**config.mk**
```make
export PLATFORM = sky130hd
export DESIGN_NAME = evt_timer
export DESIGN_NICKNAME = d
export VERILOG_FILES = /design/src/rtl/evt_timer_pkg.sv /design/src/rtl/evt_timer_presc.sv /design/src/rtl/evt_timer_ctr.sv /design/src/rtl/evt_timer_chan.sv /design/src/rtl/evt_timer.sv
export SDC_FILE = /design/constraint.sdc
export NUM_CORES = 1
export LEC_CHECK = 0
export BUFFER_PORTS_ARGS = -buffer_cell sky130_fd_sc_hd__buf_4
export CAP_MARGIN = 20
export CORE_MARGIN = 10
export CORE_UTILIZATION = 40
export CTS_CLUSTER_SIZE = 28
export DETAILED_ROUTE_END_ITERATION = 8
export MAX_ROUTING_LAYER = met4
export PLACE_DENSITY = 0.57
export SETUP_SLACK_MARGIN = 0.2
export SYNTH_ARGS = -nofsm -noshare
export SYNTH_HDL_FRONTEND = slang
export SYNTH_SLANG_ARGS = --single-unit
```
**constraint.sdc**
```tcl
create_clock -name clk -period 7.3 [get_ports clk]
set_input_delay 0.365 -clock clk [delete_from_list [all_inputs] [get_ports clk]]
set_output_delay 0.365 -clock clk [all_outputs]
set_load 0.1 [all_outputs]
```
**src/rtl/evt_timer_pkg.sv**
```systemverilog
package evt_timer_pkg;
  localparam int ADDR_W = 12;
  localparam int DATA_W = 32;

  localparam logic [ADDR_W-1:0] A_START = 12'h000;
  localparam logic [ADDR_W-1:0] A_STOP  = 12'h004;
  localparam logic [ADDR_W-1:0] A_CLEAR = 12'h00C;
  localparam logic [ADDR_W-1:0] A_CAPT0 = 12'h040;
  localparam logic [ADDR_W-1:0] A_EVT0  = 12'h140;
  localparam logic [ADDR_W-1:0] A_SHORT = 12'h200;
  localparam logic [ADDR_W-1:0] A_IESET = 12'h304;
  localparam logic [ADDR_W-1:0] A_IECLR = 12'h308;
  localparam logic [ADDR_W-1:0] A_MODE  = 12'h504;
  localparam logic [ADDR_W-1:0] A_WIDTH = 12'h508;
  localparam logic [ADDR_W-1:0] A_PRESC = 12'h510;
  localparam logic [ADDR_W-1:0] A_CC0   = 12'h540;

  localparam logic [DATA_W-1:0] SHORT_KEEP = 32'h0000_0F0F;
  localparam logic [DATA_W-1:0] IEN_KEEP   = 32'h000F_0000;

  typedef enum logic [1:0] {
    WID16 = 2'd0,
    WID8  = 2'd1,
    WID24 = 2'd2,
    WID32 = 2'd3
  } wid_sel_e;

  function automatic logic [DATA_W-1:0] wrap_mask(wid_sel_e w);
    case (w)
      WID8:    wrap_mask = 32'h0000_00FF;
      WID24:   wrap_mask = 32'h00FF_FFFF;
      WID32:   wrap_mask = 32'hFFFF_FFFF;
      default: wrap_mask = 32'h0000_FFFF;
    endcase
  endfunction
endpackage

```
**src/rtl/evt_timer_presc.sv**
```systemverilog
module evt_timer_presc #(
  parameter int PSW = 4,
  localparam int DIVW = (1 << PSW)
) (
  input  logic           clk,
  input  logic           rst_n,
  input  logic           run,
  input  logic           restart,
  input  logic [PSW-1:0] psel,
  output logic           tick
);
  logic [DIVW-1:0] div_q, div_d, lim;
  logic            div_en;

  always_comb begin
    lim    = ~({DIVW{1'b1}} << psel);
    tick   = run && ((div_q & lim) == lim);
    div_d  = (!run || restart) ? '0 : div_q + 1'b1;
    div_en = run || (div_q != '0);
  end

  always_ff @(posedge clk or negedge rst_n) begin
    if (!rst_n)      div_q <= '0;
    else if (div_en) div_q <= div_d;
  end
endmodule

```
**src/rtl/evt_timer_ctr.sv**
```systemverilog
module evt_timer_ctr #(
  parameter int CW = 32
) (
  input  logic          clk,
  input  logic          rst_n,
  input  logic          t_start,
  input  logic          t_stop,
  input  logic          t_clear,
  input  logic          sc_clear,
  input  logic          sc_stop,
  input  logic          tick,
  input  logic          timer_mode,
  input  logic [CW-1:0] wmask,
  output logic          run,
  output logic [CW-1:0] cnt,
  output logic          adv_d
);
  logic          run_q, run_d;
  logic [CW-1:0] cnt_q, cnt_d;
  logic          adv, zero, hold, cnt_en;

  always_comb begin
    zero   = t_clear || sc_clear;
    hold   = t_stop || sc_stop;
    adv    = tick && timer_mode && !zero && !hold;
    cnt_en = zero || adv;
    cnt_d  = zero ? '0 : ((cnt_q + 1'b1) & wmask);
    if (hold)         run_d = 1'b0;
    else if (t_start) run_d = 1'b1;
    else              run_d = run_q;
  end

  always_ff @(posedge clk or negedge rst_n) begin
    if (!rst_n) begin
      run_q <= 1'b0;
      cnt_q <= '0;
      adv_d <= 1'b0;
    end else begin
      run_q <= run_d;
      adv_d <= adv;
      if (cnt_en) cnt_q <= cnt_d;
    end
  end

  assign run = run_q;
  assign cnt = cnt_q;
endmodule

```
**src/rtl/evt_timer_chan.sv**
```systemverilog
module evt_timer_chan #(
  parameter int CW = 32
) (
  input  logic          clk,
  input  logic          rst_n,
  input  logic          cap_t,
  input  logic          cc_we,
  input  logic [CW-1:0] wdata,
  input  logic          ev_wr,
  input  logic          wzero,
  input  logic [CW-1:0] cnt,
  input  logic          adv_d,
  output logic [CW-1:0] cc,
  output logic          evt,
  output logic          match
);
  logic [CW-1:0] cc_q, cc_d;
  logic          evt_q, evt_d, cc_en;

  always_comb begin
    match = adv_d && (cnt == cc_q);
    cc_en = cap_t || cc_we;
    cc_d  = cap_t ? cnt : wdata;
    if (match)              evt_d = 1'b1;
    else if (ev_wr && wzero) evt_d = 1'b0;
    else                    evt_d = evt_q;
  end

  always_ff @(posedge clk or negedge rst_n) begin
    if (!rst_n) begin
      cc_q  <= '0;
      evt_q <= 1'b0;
    end else begin
      evt_q <= evt_d;
      if (cc_en) cc_q <= cc_d;
    end
  end

  assign cc  = cc_q;
  assign evt = evt_q;
endmodule

```
**src/rtl/evt_timer.sv**
```systemverilog
module evt_timer
  import evt_timer_pkg::*;
#(
  parameter int NCH = 4,
  parameter int PSW = 4
) (
  input  logic              clk,
  input  logic              rst_n,
  input  logic [ADDR_W-1:0] addr,
  input  logic [DATA_W-1:0] wdata,
  input  logic              we,
  input  logic              re,
  output logic [DATA_W-1:0] rdata,
  output logic              irq
);
  localparam int CW = DATA_W;

  // reset: asserted asynchronously, released on the clock
  logic [1:0] rs_q;
  logic       rst_ns;
  always_ff @(posedge clk or negedge rst_n) begin
    if (!rst_n) rs_q <= 2'b00;
    else        rs_q <= {rs_q[0], 1'b1};
  end
  assign rst_ns = rs_q[1];

  logic t_start, t_stop, t_clear, wzero;
  assign t_start = we && (addr == A_START) && wdata[0];
  assign t_stop  = we && (addr == A_STOP)  && wdata[0];
  assign t_clear = we && (addr == A_CLEAR) && wdata[0];
  assign wzero   = (wdata == '0);

  // configuration registers
  logic [DATA_W-1:0] shorts_q, shorts_d, ien_q, ien_d;
  logic              mode_q, mode_d;
  wid_sel_e          wid_q, wid_d;
  logic [PSW-1:0]    presc_q, presc_d;

  always_comb begin
    shorts_d = shorts_q;
    ien_d    = ien_q;
    mode_d   = mode_q;
    wid_d    = wid_q;
    presc_d  = presc_q;
    if (we) begin
      case (addr)
        A_SHORT: shorts_d = wdata & SHORT_KEEP;
        A_IESET: ien_d    = ien_q | (wdata & IEN_KEEP);
        A_IECLR: ien_d    = ien_q & ~(wdata & IEN_KEEP);
        A_MODE:  mode_d   = wdata[0];
        A_WIDTH: wid_d    = wid_sel_e'(wdata[1:0]);
        A_PRESC: presc_d  = wdata[PSW-1:0];
        default: ;
      endcase
    end
  end

  always_ff @(posedge clk or negedge rst_ns) begin
    if (!rst_ns) begin
      shorts_q <= '0;
      ien_q    <= '0;
      mode_q   <= 1'b0;
      wid_q    <= WID16;
      presc_q  <= '0;
    end else if (we) begin
      shorts_q <= shorts_d;
      ien_q    <= ien_d;
      mode_q   <= mode_d;
      wid_q    <= wid_d;
      presc_q  <= presc_d;
    end
  end

  // counter path
  logic          tick_w, run_w, adv_w, sc_clear, sc_stop;
  logic [CW-1:0] cnt_w;

  evt_timer_presc #(.PSW(PSW)) u_presc (
    .clk(clk), .rst_n(rst_ns), .run(run_w), .restart(t_clear || t_start),
    .psel(presc_q), .tick(tick_w)
  );

  evt_timer_ctr #(.CW(CW)) u_ctr (
    .clk(clk), .rst_n(rst_ns), .t_start(t_start), .t_stop(t_stop),
    .t_clear(t_clear), .sc_clear(sc_clear), .sc_stop(sc_stop),
    .tick(tick_w), .timer_mode(!mode_q), .wmask(wrap_mask(wid_q)),
    .run(run_w), .cnt(cnt_w), .adv_d(adv_w)
  );

  // channels
  logic [NCH-1:0] cap_t, cc_we, ev_wr, evt_w, match_w;
  logic [CW-1:0]  cc_w [NCH];

  for (genvar n = 0; n < NCH; n++) begin : g_ch
    localparam logic [ADDR_W-1:0] OFS = ADDR_W'(4 * n);
    assign cap_t[n] = we && (addr == A_CAPT0 + OFS) && wdata[0];
    assign cc_we[n] = we && (addr == A_CC0 + OFS);
    assign ev_wr[n] = we && (addr == A_EVT0 + OFS);

    evt_timer_chan #(.CW(CW)) u_ch (
      .clk(clk), .rst_n(rst_ns), .cap_t(cap_t[n]), .cc_we(cc_we[n]),
      .wdata(wdata), .ev_wr(ev_wr[n]), .wzero(wzero), .cnt(cnt_w),
      .adv_d(adv_w), .cc(cc_w[n]), .evt(evt_w[n]), .match(match_w[n])
    );
  end

  assign sc_clear = |(match_w & shorts_q[NCH-1:0]);
  assign sc_stop  = |(match_w & shorts_q[8 +: NCH]);
  assign irq      = |(evt_w & ien_q[16 +: NCH]);

  // read mux
  logic [DATA_W-1:0] rd_v;
  always_comb begin
    rd_v = '0;
    case (addr)
      A_SHORT: rd_v = shorts_q;
      A_IESET: rd_v = ien_q;
      A_IECLR: rd_v = ien_q;
      A_MODE:  rd_v = {{(DATA_W-1){1'b0}}, mode_q};
      A_WIDTH: rd_v = {{(DATA_W-2){1'b0}}, wid_q};
      A_PRESC: rd_v = {{(DATA_W-PSW){1'b0}}, presc_q};
      default: ;
    endcase
    for (int n = 0; n < NCH; n++) begin
      if (addr == A_EVT0 + ADDR_W'(4 * n)) rd_v = {{(DATA_W-1){1'b0}}, evt_w[n]};
      if (addr == A_CC0 + ADDR_W'(4 * n))  rd_v = cc_w[n];
    end
  end
  assign rdata = re ? rd_v : '0;
endmodule

```
* Word-level counts from Yosys, hierarchy flattened
Index checks and enable logic that the tools add are counted.
Widths: inputs -> output; s select.
** Storage, ports and cells
- Bits of input ports :: 48
- Flip-flop bits (word level) :: 231
- Memory bits (writable) :: 0
- Latch bits :: 0
- Logic and storage cells :: 152
- Output and inout bits :: 33
- Memories :: 0
- Bits in read-only memories :: 0
** Operators by class
- Add/sub/neg operators :: 2
- Divide/modulo/power cells :: 0
- Bitwise gates (word level) :: 9
- Shifts and indexed selects :: 1
- Eq/ne operators :: 28
- Multiplexer cells :: 28
- Reduce and logical (&&, ||, !) cells :: 66
- $lt $le $gt $ge :: 0
- $mul :: 0
** Operators by type and width (count)
- $mux 32 :: 14
- $pmux 32 s5 :: 1
- $eq 32x32->1 :: 4
- $pmux 32 s3 :: 1
- $eq 12x11->1 const B :: 7
- $and 32x32->32 :: 2
- $pmux 32 s2 :: 1
- $eq 12x7->1 const B :: 4
- $eq 12x9->1 const B :: 4
- $eq 12x10->1 const B :: 3
- $logic_and 1x1->1 :: 34
- $add 32x1->32 const B :: 1
- $logic_not 32->1 :: 1
- $not 20->32 :: 1
- $or 32x20->32 :: 1
- $add 16x1->16 const B :: 1
- $and 16x16->16 :: 1
- $eq 16x16->1 :: 1
- $mux 16 :: 1
- $not 16->16 :: 1
- $reduce_bool 16->1 :: 1
- $shl 16x4->16 const A :: 1
- $and 4x4->4 :: 3
- $eq 12x3->1 const B :: 1
- other kinds (11) :: 44

* Depth between registers and ports, before layout
Gate-level depths: netlist of run 1.
- Depth in word-level cells :: 12
- Depth in mapped cells :: 11
- Depth with buffers taken out :: 8

* Modules after synthesis
From an unflattened synthesis of run 1, not the netlist that was laid out.
** Unflattened totals
- Cell total of the unflattened synthesis :: 1408
- Area, all modules :: 12816.0 µm²
** By module, submodules not included
- evt_timer_chan :: sequential area each 825.8 µm², cells an instance 187, times used 4, area each 1838.0 µm²
- evt_timer :: sequential area each 525.5 µm², cells an instance 275, times used 1, area each 2228.4 µm²
- evt_timer_ctr :: sequential area each 850.8 µm², cells an instance 267, times used 1, area each 2210.9 µm²
- evt_timer_presc :: sequential area each 400.4 µm², cells an instance 118, times used 1, area each 1024.7 µm²

* Least setup slack after synthesis of run 1
OpenSTA, ideal clock, no wires.
- Path type :: input port to output port
- From :: in addr[3]
- To :: out rdata[10]
- Path slack :: 3.414 ns
- Data arrival time :: 3.521 ns
- Stages on the path :: 7
- Data required time :: 6.935 ns
- Path buffers :: 2
- Path through :: clkbuf_1 nor4_1 nand2_1 nor2_1 clkbuf_1 a22oi_1 a31oi_1
** Between the ends
- Longest elaborated chain between the ends :: 12
- Elaborated cells on any way between the ends :: 25
- Classes of those cells :: eq/ne (14); mux (10); reduce/logical (1)
** RTL lines
- start, declared :: line evt_timer.sv:9 : input logic [ADDR_W-1:0] addr,
- $eq 12x10->1 :: line evt_timer.sv:115 : case (addr)
- $reduce_or 2->1 (no line)
- $pmux 32 s5 :: line evt_timer.sv:115
- $mux 32 :: line evt_timer.sv:125 : if (addr == A_EVT0 + ADDR_W'(4 * n)) rd_v = {{(DATA_W-1){1'b0}}, evt_w[n]};
- $mux 32 :: line evt_timer.sv:126 : if (addr == A_CC0 + ADDR_W'(4 * n)) rd_v = cc_w[n];
- $mux 32 :: line evt_timer.sv:125
- $mux 32 :: line evt_timer.sv:126
- $mux 32 :: line evt_timer.sv:125
- $mux 32 :: line evt_timer.sv:126
- $mux 32 :: line evt_timer.sv:125
- $mux 32 (*) :: line evt_timer.sv:126
- $mux 32 (*) :: line evt_timer.sv:129 : assign rdata = re ? rd_v : '0;
- end, declared :: line evt_timer.sv:13 : output logic [DATA_W-1:0] rdata,
Mark *: on every way between the ends. The rest lies on a longest branch, timed or not.

* Worst setup path after layout of run 1
- From :: reg u_ctr.cnt_q[8], in the netlist u_ctr.cnt[8]
- To :: reg u_ctr.cnt_q[6], in the netlist u_ctr.cnt[6]
** Between the ends
- Longest elaborated chain between the ends :: 9
- Elaborated cells on any way between the ends :: 20
- Classes of those cells :: eq/ne (4); mux (1); bitwise (2); reduce/logical (13)
** RTL lines
- start, declared :: line evt_timer_ctr.sv:19 : logic [CW-1:0] cnt_q, cnt_d;
- start signal, assigned :: line evt_timer_ctr.sv:41 : if (cnt_en) cnt_q <= cnt_d;
- $eq 32x32->1 :: line evt_timer_chan.sv:21 : match = adv_d && (cnt == cc_q);
- $logic_and 1x1->1 :: line evt_timer_chan.sv:21
- $and 4x4->4 :: line evt_timer.sv:107 : assign sc_clear = |(match_w & shorts_q[NCH-1:0]);
- $reduce_or 4->1 :: line evt_timer.sv:107
- $logic_or 1x1->1 :: line evt_timer_ctr.sv:23 : zero = t_clear || sc_clear;
- $logic_not 1->1 :: line evt_timer_ctr.sv:25 : adv = tick && timer_mode && !zero && !hold;
- $logic_and 1x1->1 (2 in series) :: line evt_timer_ctr.sv:25
- $logic_or 1x1->1 :: line evt_timer_ctr.sv:26 : cnt_en = zero || adv;
Parallel ways exist; a longest one is shown, timed or not.
A chain may end at the register's enable or synchronous reset.

==> results by group, run 1 <==
Global route
  • Total GRT Usage: 0.273
  • Initial antenna violation count: 1
  • First-pass GRT wire length: between 70 and 80 mm
  • Global-route congestion overflow total: 0
  • Vias in the first global route: around 12,000
  • Largest net degree at the start of global routing: between 150 and 200

Placement
  • RePlAce Congestion: 1.02
  • Final HPWL DP: approximately 36 mm
  • Dpl cell area: about 13,000 um^2
  • Buffers on Ports: 80
  • Placed Cells: around 1,900

Timing
  • Fin. Hold Viols: 0
  • Worst-Margin Slew: roughly 1.3 ns
  • Final min period: between 3 and 4 ns
  • Setup TNS: 0 ns
  • Slew margin rel.: 0.157
  • Final-report max-slew violation count: 0
  • Minimum hold slack: about 0.11 ns
  • Final setup viols: 0
  • RSZ-0062 raised after global routing: false
  • Max Clk Rate: about 0.28 GHz
  • Worst clock skew: 0.0238 ns
  • Final worst path period share: 0.498

Setup path
  • Worst r2r src: u_ctr.cnt[8]$_DFFE_PN0P_
  • Crit-path max FO: 21
  • Crit path DAT: 4.09 ns
  • Cells along the critical path: xor2_1 > nor4_1 > nand2_1 > nor3b_1 > a31o_1 > buf_4 > o41ai_1 > a21oi_1
  • R2R depth: 8
  • Buf/Inv on CP: 1
  • CP max stage cell: a31o_1
  • Worst path depth: 8
  • Kind of critical path: reg -> reg
  • Max incr delay on CP: 0.83 ns
  • Crit Reg-Reg Endpoint: u_ctr.cnt[6]$_DFFE_PN0P_
  • R2R Setup Slk: roughly 3.7 ns
  • Worst path top cell family by delay: compound AO/OA/AOI/OAI gates
  • Worst setup SP type: flip-flop
  • Req. time, crit path: approximately 7.8 ns
  • Setup crit end kind: flip-flop

Logic synthesis
  • Area share of the largest cell type after synthesis: 0.399
  • Synth Net Count: 1,525
  • Sequential fraction of the synthesis area: 0.399
  • Most area-hungry cell type in the Yosys netlist: dfrtp_1
  • Synthesized flop and latch total: slightly above 200
  • Synth Instances: between 1,000 and 1,500
  • Most instantiated cells after synthesis: nor2_1 (244), dfrtp_1 (203), nand2_1 (115)
  • Post-synth cell types: 77
  • Top post-synthesis cells by area: dfrtp_1 (40%), xor2_1 (7.6%), nor2_1 (7.2%)
  • Ys flop type: dfrtp_1
  • Mapped cell area: about 13,000 um^2
  • Most instantiated library cell after synthesis: nor2_1
  • Syn Area/Cell: ~8.6 um^2
  • Post-synthesis async set-or-reset flop share: 1.00
  • EDFF count, synth: 0
  • Yosys warns: 0

Pwr
  • Peak supply drop: approximately 0.18 mV
  • P per Cell Area: between 150 and 200 nW/um^2
  • Leakage: ~0.0066 uW

Floorplan
  • Io pins: around 80
  • Die area: ~39,000 um^2
  • Total core area: 31,500 um^2
  • Initial core utilization: 0.404
  • Row Count: 65
  • Die span in y: between 150 and 200 um
  • Die width: 198 um

Drt
  • Antenna-violating nets left: 0
  • 1st-pass router iterations: 6
  • Vias: approximately 12,000
  • Iter 0 DRT Violations: 1,776
  • Drt total wl: 52.8 mm
  • Via density: between 6 and 7
  • DRC: 0
  • Drt wl/cell: about 28 um

Clock tree
  • CTS Buffer Depth: 3
  • Clock latency on the worst-skew pair: roughly 0.56 ns
  • H-tree levels: 1
  • CTS Root Cell: clkbuf_16
  • CTS tree: yes
  • CTS resizes: 0
  • Reg clk slew, reported paths: ~0.070 ns
  • TritonCTS buffer count: 25
  • Clock sink total: about 200

Job
  • Max-cap viol count: 0

Worst hold path
  • Hold path cells: 3
  • Hold path endpoint: g_ch[0].u_ch.cc[24]$_DFFE_PN0P_
  • Hold Path Class: in -> reg
  • Worst hold path startpoint: wdata[24]

Final layout
  • Fin util: 0.454
  • Fin nets: ~1,500
  • Non-Filler Instances: 1,902
  • Share of layout cells above drive strength 1: 0.125
  • Area Growth Syn to Fin: 12.3%
  • Post-route cell area: approximately 14,000 um^2

Status
  • Status: completed
==> cell usage in the layout (no fill, tap or decap), types with 10 or more instances in the layout <==
master and n:
a21oi_1 66, nand3_1 25, xnor2_1 27, nor3_1 24
a31oi_1 18, o21ai_1 31, nor4_1 55, clkbuf_16 25
buf_4 102, nand2_1 115, mux2i_1 34, inv_1 25
nand4b_1 10, a222oi_1 26, nand4_1 45, xor2_1 111
o41ai_1 23, a22oi_1 23, nor2_1 239, o21ai_0 17
mux2_2 11, dfrtp_1 202, o22ai_1 95
==> area by class of cell <==
type                            instances  area [um^2]
Inverter                               27          101
Antenna cell                            1         2.50
Fill cell                            3076        17200
Multi-Input combinational cell       1121         7000
Clock buffer                           33          706
Clock inverter                         11         92.6
Sequential cell                       203         5080
Tap cell                              402          503
Timing Repair Buffer                  104          796
==> through the flow <==
stage          setup WS (ns)  power [uW]
2_1_floorplan           1.22        1240
3_3_place_gp            3.73        1310
3_5_place_dp            3.80        1310
4_1_cts                 3.86        2550
5_1_grt                 3.54        2610
6_report                3.67        2540
==> sequential cells by signal, indices dropped and copies added (netlist names), named ones only <==
| signal | flops |
|---|---|
| u_ctr.adv_d | 1 |
| presc_q | 4 |
| mode_q | 1 |
| wid_q | 2 |
| shorts_q | 8 |
| u_ctr.run | 1 |
| g_ch.u_ch.cc | 128 |
| u_presc.div_q | 16 |
| rs_q | 2 |
| g_ch.u_ch.evt | 4 |
| u_ctr.cnt | 32 |
==> logic make-up after synthesis <==
| logic type | Yosys count | share of synthesized area |
|---|---|---|
| buffers and inverters | 150 | 0.0540 |
| multiplexers | 49 | 0.0400 |
| AND/OR/NAND/NOR | 590 | 0.229 |
| AO/OA/AOI/OAI | 340 | 0.180 |
| adder cells (fa/ha/maj) | 3 | 0.00295 |
| XOR/XNOR | 138 | 0.0950 |
| other | 1 | 0.000295 |
| flip-flops | 203 | 0.399 |
==> power by group <==
part / switching (uW) / internal [uW]
clock: 533 / 713
sequential: 18.8 / 1140
combinational: 92.6 / 46.2
==> what timing repair did <==
item,4_1_cts,5_1_grt
buffers inserted,0,0
endpoints found under the hold margin,2,0
hold buffers,1,0
==> routing by layer <==
layer,global-route usage,vias up,share of wire
li1,-,5403,-
met1,0.366,6054,0.42
met2,0.415,691,0.45
met3,0.0423,111,0.092
met4,0.0883,0,0.035
met5,-,-,0
==> worst register-to-register path, delay by kind of cell (launching register included) <==
kind	cells	cell delay (ns)
compound gates	3	1.14
simple gates	3	1.02
flops	1	0.67
buf+inv	1	0.42
xor+xnor	1	0.32
==> worst max path at each step <==
stage	from	slack (ns)	to
2_1_floorplan	rs_q[1]$_DFF_PN0_	1.22	asynchronous set/reset pin
3_3_place_gp	addr[3]	3.73	g_ch[0].u_ch.cc[9]$_DFFE_PN0P_
3_5_place_dp	addr[3]	3.80	g_ch[0].u_ch.cc[22]$_DFFE_PN0P_
4_1_cts	u_ctr.cnt[8]$_DFFE_PN0P_	3.86	u_ctr.cnt[10]$_DFFE_PN0P_
5_1_grt	u_ctr.cnt[8]$_DFFE_PN0P_	3.54	u_ctr.cnt[6]$_DFFE_PN0P_
6_report	u_ctr.cnt[8]$_DFFE_PN0P_	3.67	u_ctr.cnt[6]$_DFFE_PN0P_
No activity file was read; power rests on OpenSTA's default activity.
==> run 2: changes to the inputs <==
--- a/config.mk
+++ b/config.mk
@@ -12,7 +12,7 @@
 export CTS_CLUSTER_SIZE = 28
 export DETAILED_ROUTE_END_ITERATION = 8
 export MAX_ROUTING_LAYER = met4
-export PLACE_DENSITY = 0.57
+export PLACE_DENSITY = 0.6
 export SETUP_SLACK_MARGIN = 0.2
 export SYNTH_ARGS = -nofsm -noshare
 export SYNTH_HDL_FRONTEND = slang
==> constraint.sdc (replaced) <==
create_clock -name clk -period 3.3 [get_ports clk]
set_input_delay 0.165 -clock clk [delete_from_list [all_inputs] [get_ports clk]]
set_output_delay 0.165 -clock clk [all_outputs]
set_load 0.1 [all_outputs]
==> run 2 against run 1 <==
Largest cell class unchanged. Non-clock buffer count up 77. Sequential power increased by 120%. Power increased by 120%. Sequential share of layout area decreased by 2.0 points.
==> results by group, run 2 (same netlist as run 1, synthesis figures left out) <==
Floorplan
  • Initial core utilization: 0.404 (unchanged)
  • Row Count: 65 (unchanged)
  • Die area: 39,300 um^2 (unchanged)
  • Die span in y: 198 um (unchanged)
  • Io pins: 81 (unchanged)
  • Total core area: 31,500 um^2 (unchanged)
  • Die width: 198 um (unchanged)

Global route
  • Vias in the first global route: 12,200 (+4.1%)
  • Met2 usage: 0.430 (+0.0158)
  • First-pass GRT wire length: 82.5 mm (+3.3%)
  • Gr busiest metal: met2
  • Global-route congestion overflow total: 0 (unchanged)
  • Met3 usage: 0.0440 (+0.00170)
  • Global routing usage on met1: 0.380 (+0.0134)
  • Total GRT Usage: 0.286 (+0.0125)
  • Initial antenna violation count: 1 (unchanged)
  • Largest net degree at the start of global routing: 92 (-46%)

Timing
  • Max Clk Rate: 0.332 GHz (+21%)
  • Final-report max-slew violation count: 0 (unchanged)
  • Fin. Hold Viols: 0 (unchanged)
  • Worst clock skew: 0.0150 ns (-0.00881 ns)
  • Final setup viols: 0 (unchanged)
  • Worst-Margin Slew: 1.02 ns (-0.246 ns)
  • RSZ-0062 raised after global routing: false
  • Final worst path period share: 0.912 (+0.415)
  • Slew margin rel.: 0.320 (+0.164)
  • Final min period: 3.01 ns (-0.623 ns)
  • Setup TNS: 0 ns (unchanged)

Pwr
  • Gate power share: 0.065 (+0.010)
  • Total power: 5530 uW (+120%)
  • Clk network pwr share: 0.474 (-0.017)
  • Seq pwr share: 0.461 (+0.006)
  • Switching Share: 0.250 (-0.00377)
  • Net switching power: 1380 uW (+110%)
  • Leakage: 0.00699 uW (+5.6%)
  • P per Cell Area: 365 nW/um^2 (+110%)
  • Internal: 4150 uW (+120%)
  • Peak supply drop: 0.405 mV (+130%)

Final layout
  • Max reg flops: 128 (unchanged)
  • Fillers: 3,038 (-1.2%)
  • Fin nets: 1,609 (+5.0%)
  • Commonest non-fill, non-tap cell in the layout: nor2_1
  • Most frequent cells in the layout: nor2_1 (239), dfrtp_1 (200), buf_4 (137)
  • Area Growth Syn to Fin: 19.2%
  • Share of layout cells above drive strength 1: 0.166 (+0.0402)

Drt
  • Drt total wl: 55.1 mm (+4.4%)
  • Antenna-violating nets left: 0 (unchanged)
  • 1st-pass router iterations: 7 (+1)
  • Iter 0 DRT Violations: 1,552 (-13%)
  • Vias: 12,600 (+2.4%)
  • DRC: 0 (unchanged)
  • Drt wl/cell: 27.8 um (+0.36%)
  • Via density: 6.35 (-1.6%)

Setup path
  • Kind of critical path: reg -> reg
  • Crit-path max FO: 19 (-9.5%)
  • Crit path DAT: 3.41 ns (-0.68 ns)
  • Setup crit end kind: flip-flop
  • Worst setup SP type: flip-flop
  • Req. time, crit path: 3.70 ns (-4.06 ns)

Clock tree
  • Clock sink total: 203 (unchanged)
  • Reg clk slew, reported paths: 0.07 ns (about the same)
  • Setup Buffers After CTS: 0 (unchanged)
  • Clock latency on the worst-skew pair: 0.54 ns (-0.02 ns)
  • CTS Root Cell: clkbuf_16
  • CTS Buffer Depth: 3 (unchanged)
  • TritonCTS buffer count: 24 (-4.0%)
  • H-tree levels: 1 (unchanged)
  • CTS tree: yes

Placement
  • Final HPWL DP: 39.9 mm (+9.3%)
  • RePlAce Congestion: 1.03 (+1.3%)
  • Buffers on Ports: 80 (unchanged)

Job
  • Max-cap viol count: 0 (unchanged)

Status
  • Status: completed

Worst hold path
  • Hold Path Class: in -> reg
==> run 2: changes by cell type in the layout (fill, tap and decap cells not counted), sizes merged <==
cell,delta
bufinv,-1
clkinv,-2
inv,-1
buf,+44
clkbuf,+5
dlygate4sd3,+33
clkinvlp,-1
==> run 2: stage by stage <==
stage	worst slack [ns]	utilization	instances	hold WS (ns)	cell area, um^2
floorplan	0.473	-	1474	-0.131	12900
global placement	0.311	0.446	1899	-0.0528	14000
detailed placement	0.286	0.446	1900	-0.0515	14000
CTS	0.269	0.481	1978	0.0103	15100
global route	0.214	0.482	1979	0.0291	15200
finish	0.289	0.482	1979	0.0328	15200
==> run 2: layout make-up <==
type / count / area, um^2 / area share
well taps: 402 / 503 / 0.0332
multi-input cells: 1121 / 7140 / 0.471
clock buffers: 38 / 724 / 0.0478
repair buffers: 181 / 1570 / 0.103
inverters: 27 / 101 / 0.00668
diodes: 1 / 2.50 / 0.000165
flip-flops and latches: 203 / 5090 / 0.335
clock inverters: 6 / 32.5 / 0.00215
==> run 2: power groups by stage <==
stage	clock [uW]	combinational, uW	sequential (uW)
finish	2620	359	2550
global route	2750	390	2560
CTS	2650	355	2550
detailed placement	0	322	2600
global placement	0	320	2600
floorplan	0	127	2610
==> run 2: layer usage <==
| metal | share of wire | up-vias | routed length, um |
|---|---|---|---|
| met5 | 0 | - | 0 |
| met3 | 0.081 | 113 | 4470 |
| met4 | 0.043 | 0 | 2400 |
| met2 | 0.45 | 632 | 24600 |
| met1 | 0.43 | 6247 | 23600 |
| li1 | - | 5565 | - |
==> run 2: timing repair <==
action | 4_1_cts | 5_1_grt
hold buffers | 34 | 0
gates resized for setup | 0 | 3
hold endpoints to repair | 108 | 0
endpoints found under the setup margin | 0 | 33
==> run 2: worst max-delay path: stages (launching register included) <==
cell and delay [ns]:
dfrtp_1 0.63, xor2_1 0.21, nor4_1 0.54, nand2_1 0.21, nor3b_1 0.43, nand4b_1 0.23, o211ai_2 0.33, buf_12 0.21
a21oi_1 0.06
==> run 2: final timing paths <==
check | startpoint | cells past startpoint | slack, ns | endpoint
max | u_ctr.cnt[25]$_DFFE_PN0P_ | 8 | 0.29 | u_ctr.cnt[21]$_DFFE_PN0P_
min | addr[10] | 3 | 0.03 | mode_q$_DFFE_PN0P_
min reg2reg | rs_q[1]$_DFF_PN0_ | 0 | 0.30 | u_ctr.adv_d$_DFF_PN0_
max reg2reg | u_ctr.cnt[25]$_DFFE_PN0P_ | 8 | 0.29 | u_ctr.cnt[21]$_DFFE_PN0P_
max in group asynchronous | rs_q[1]$_DFF_PN0_ | 1 | 2.07 | u_ctr.cnt[7]$_DFFE_PN0P_
min in group asynchronous | rs_q[1]$_DFF_PN0_ | 0 | 0.30 | u_ctr.adv_d$_DFF_PN0_
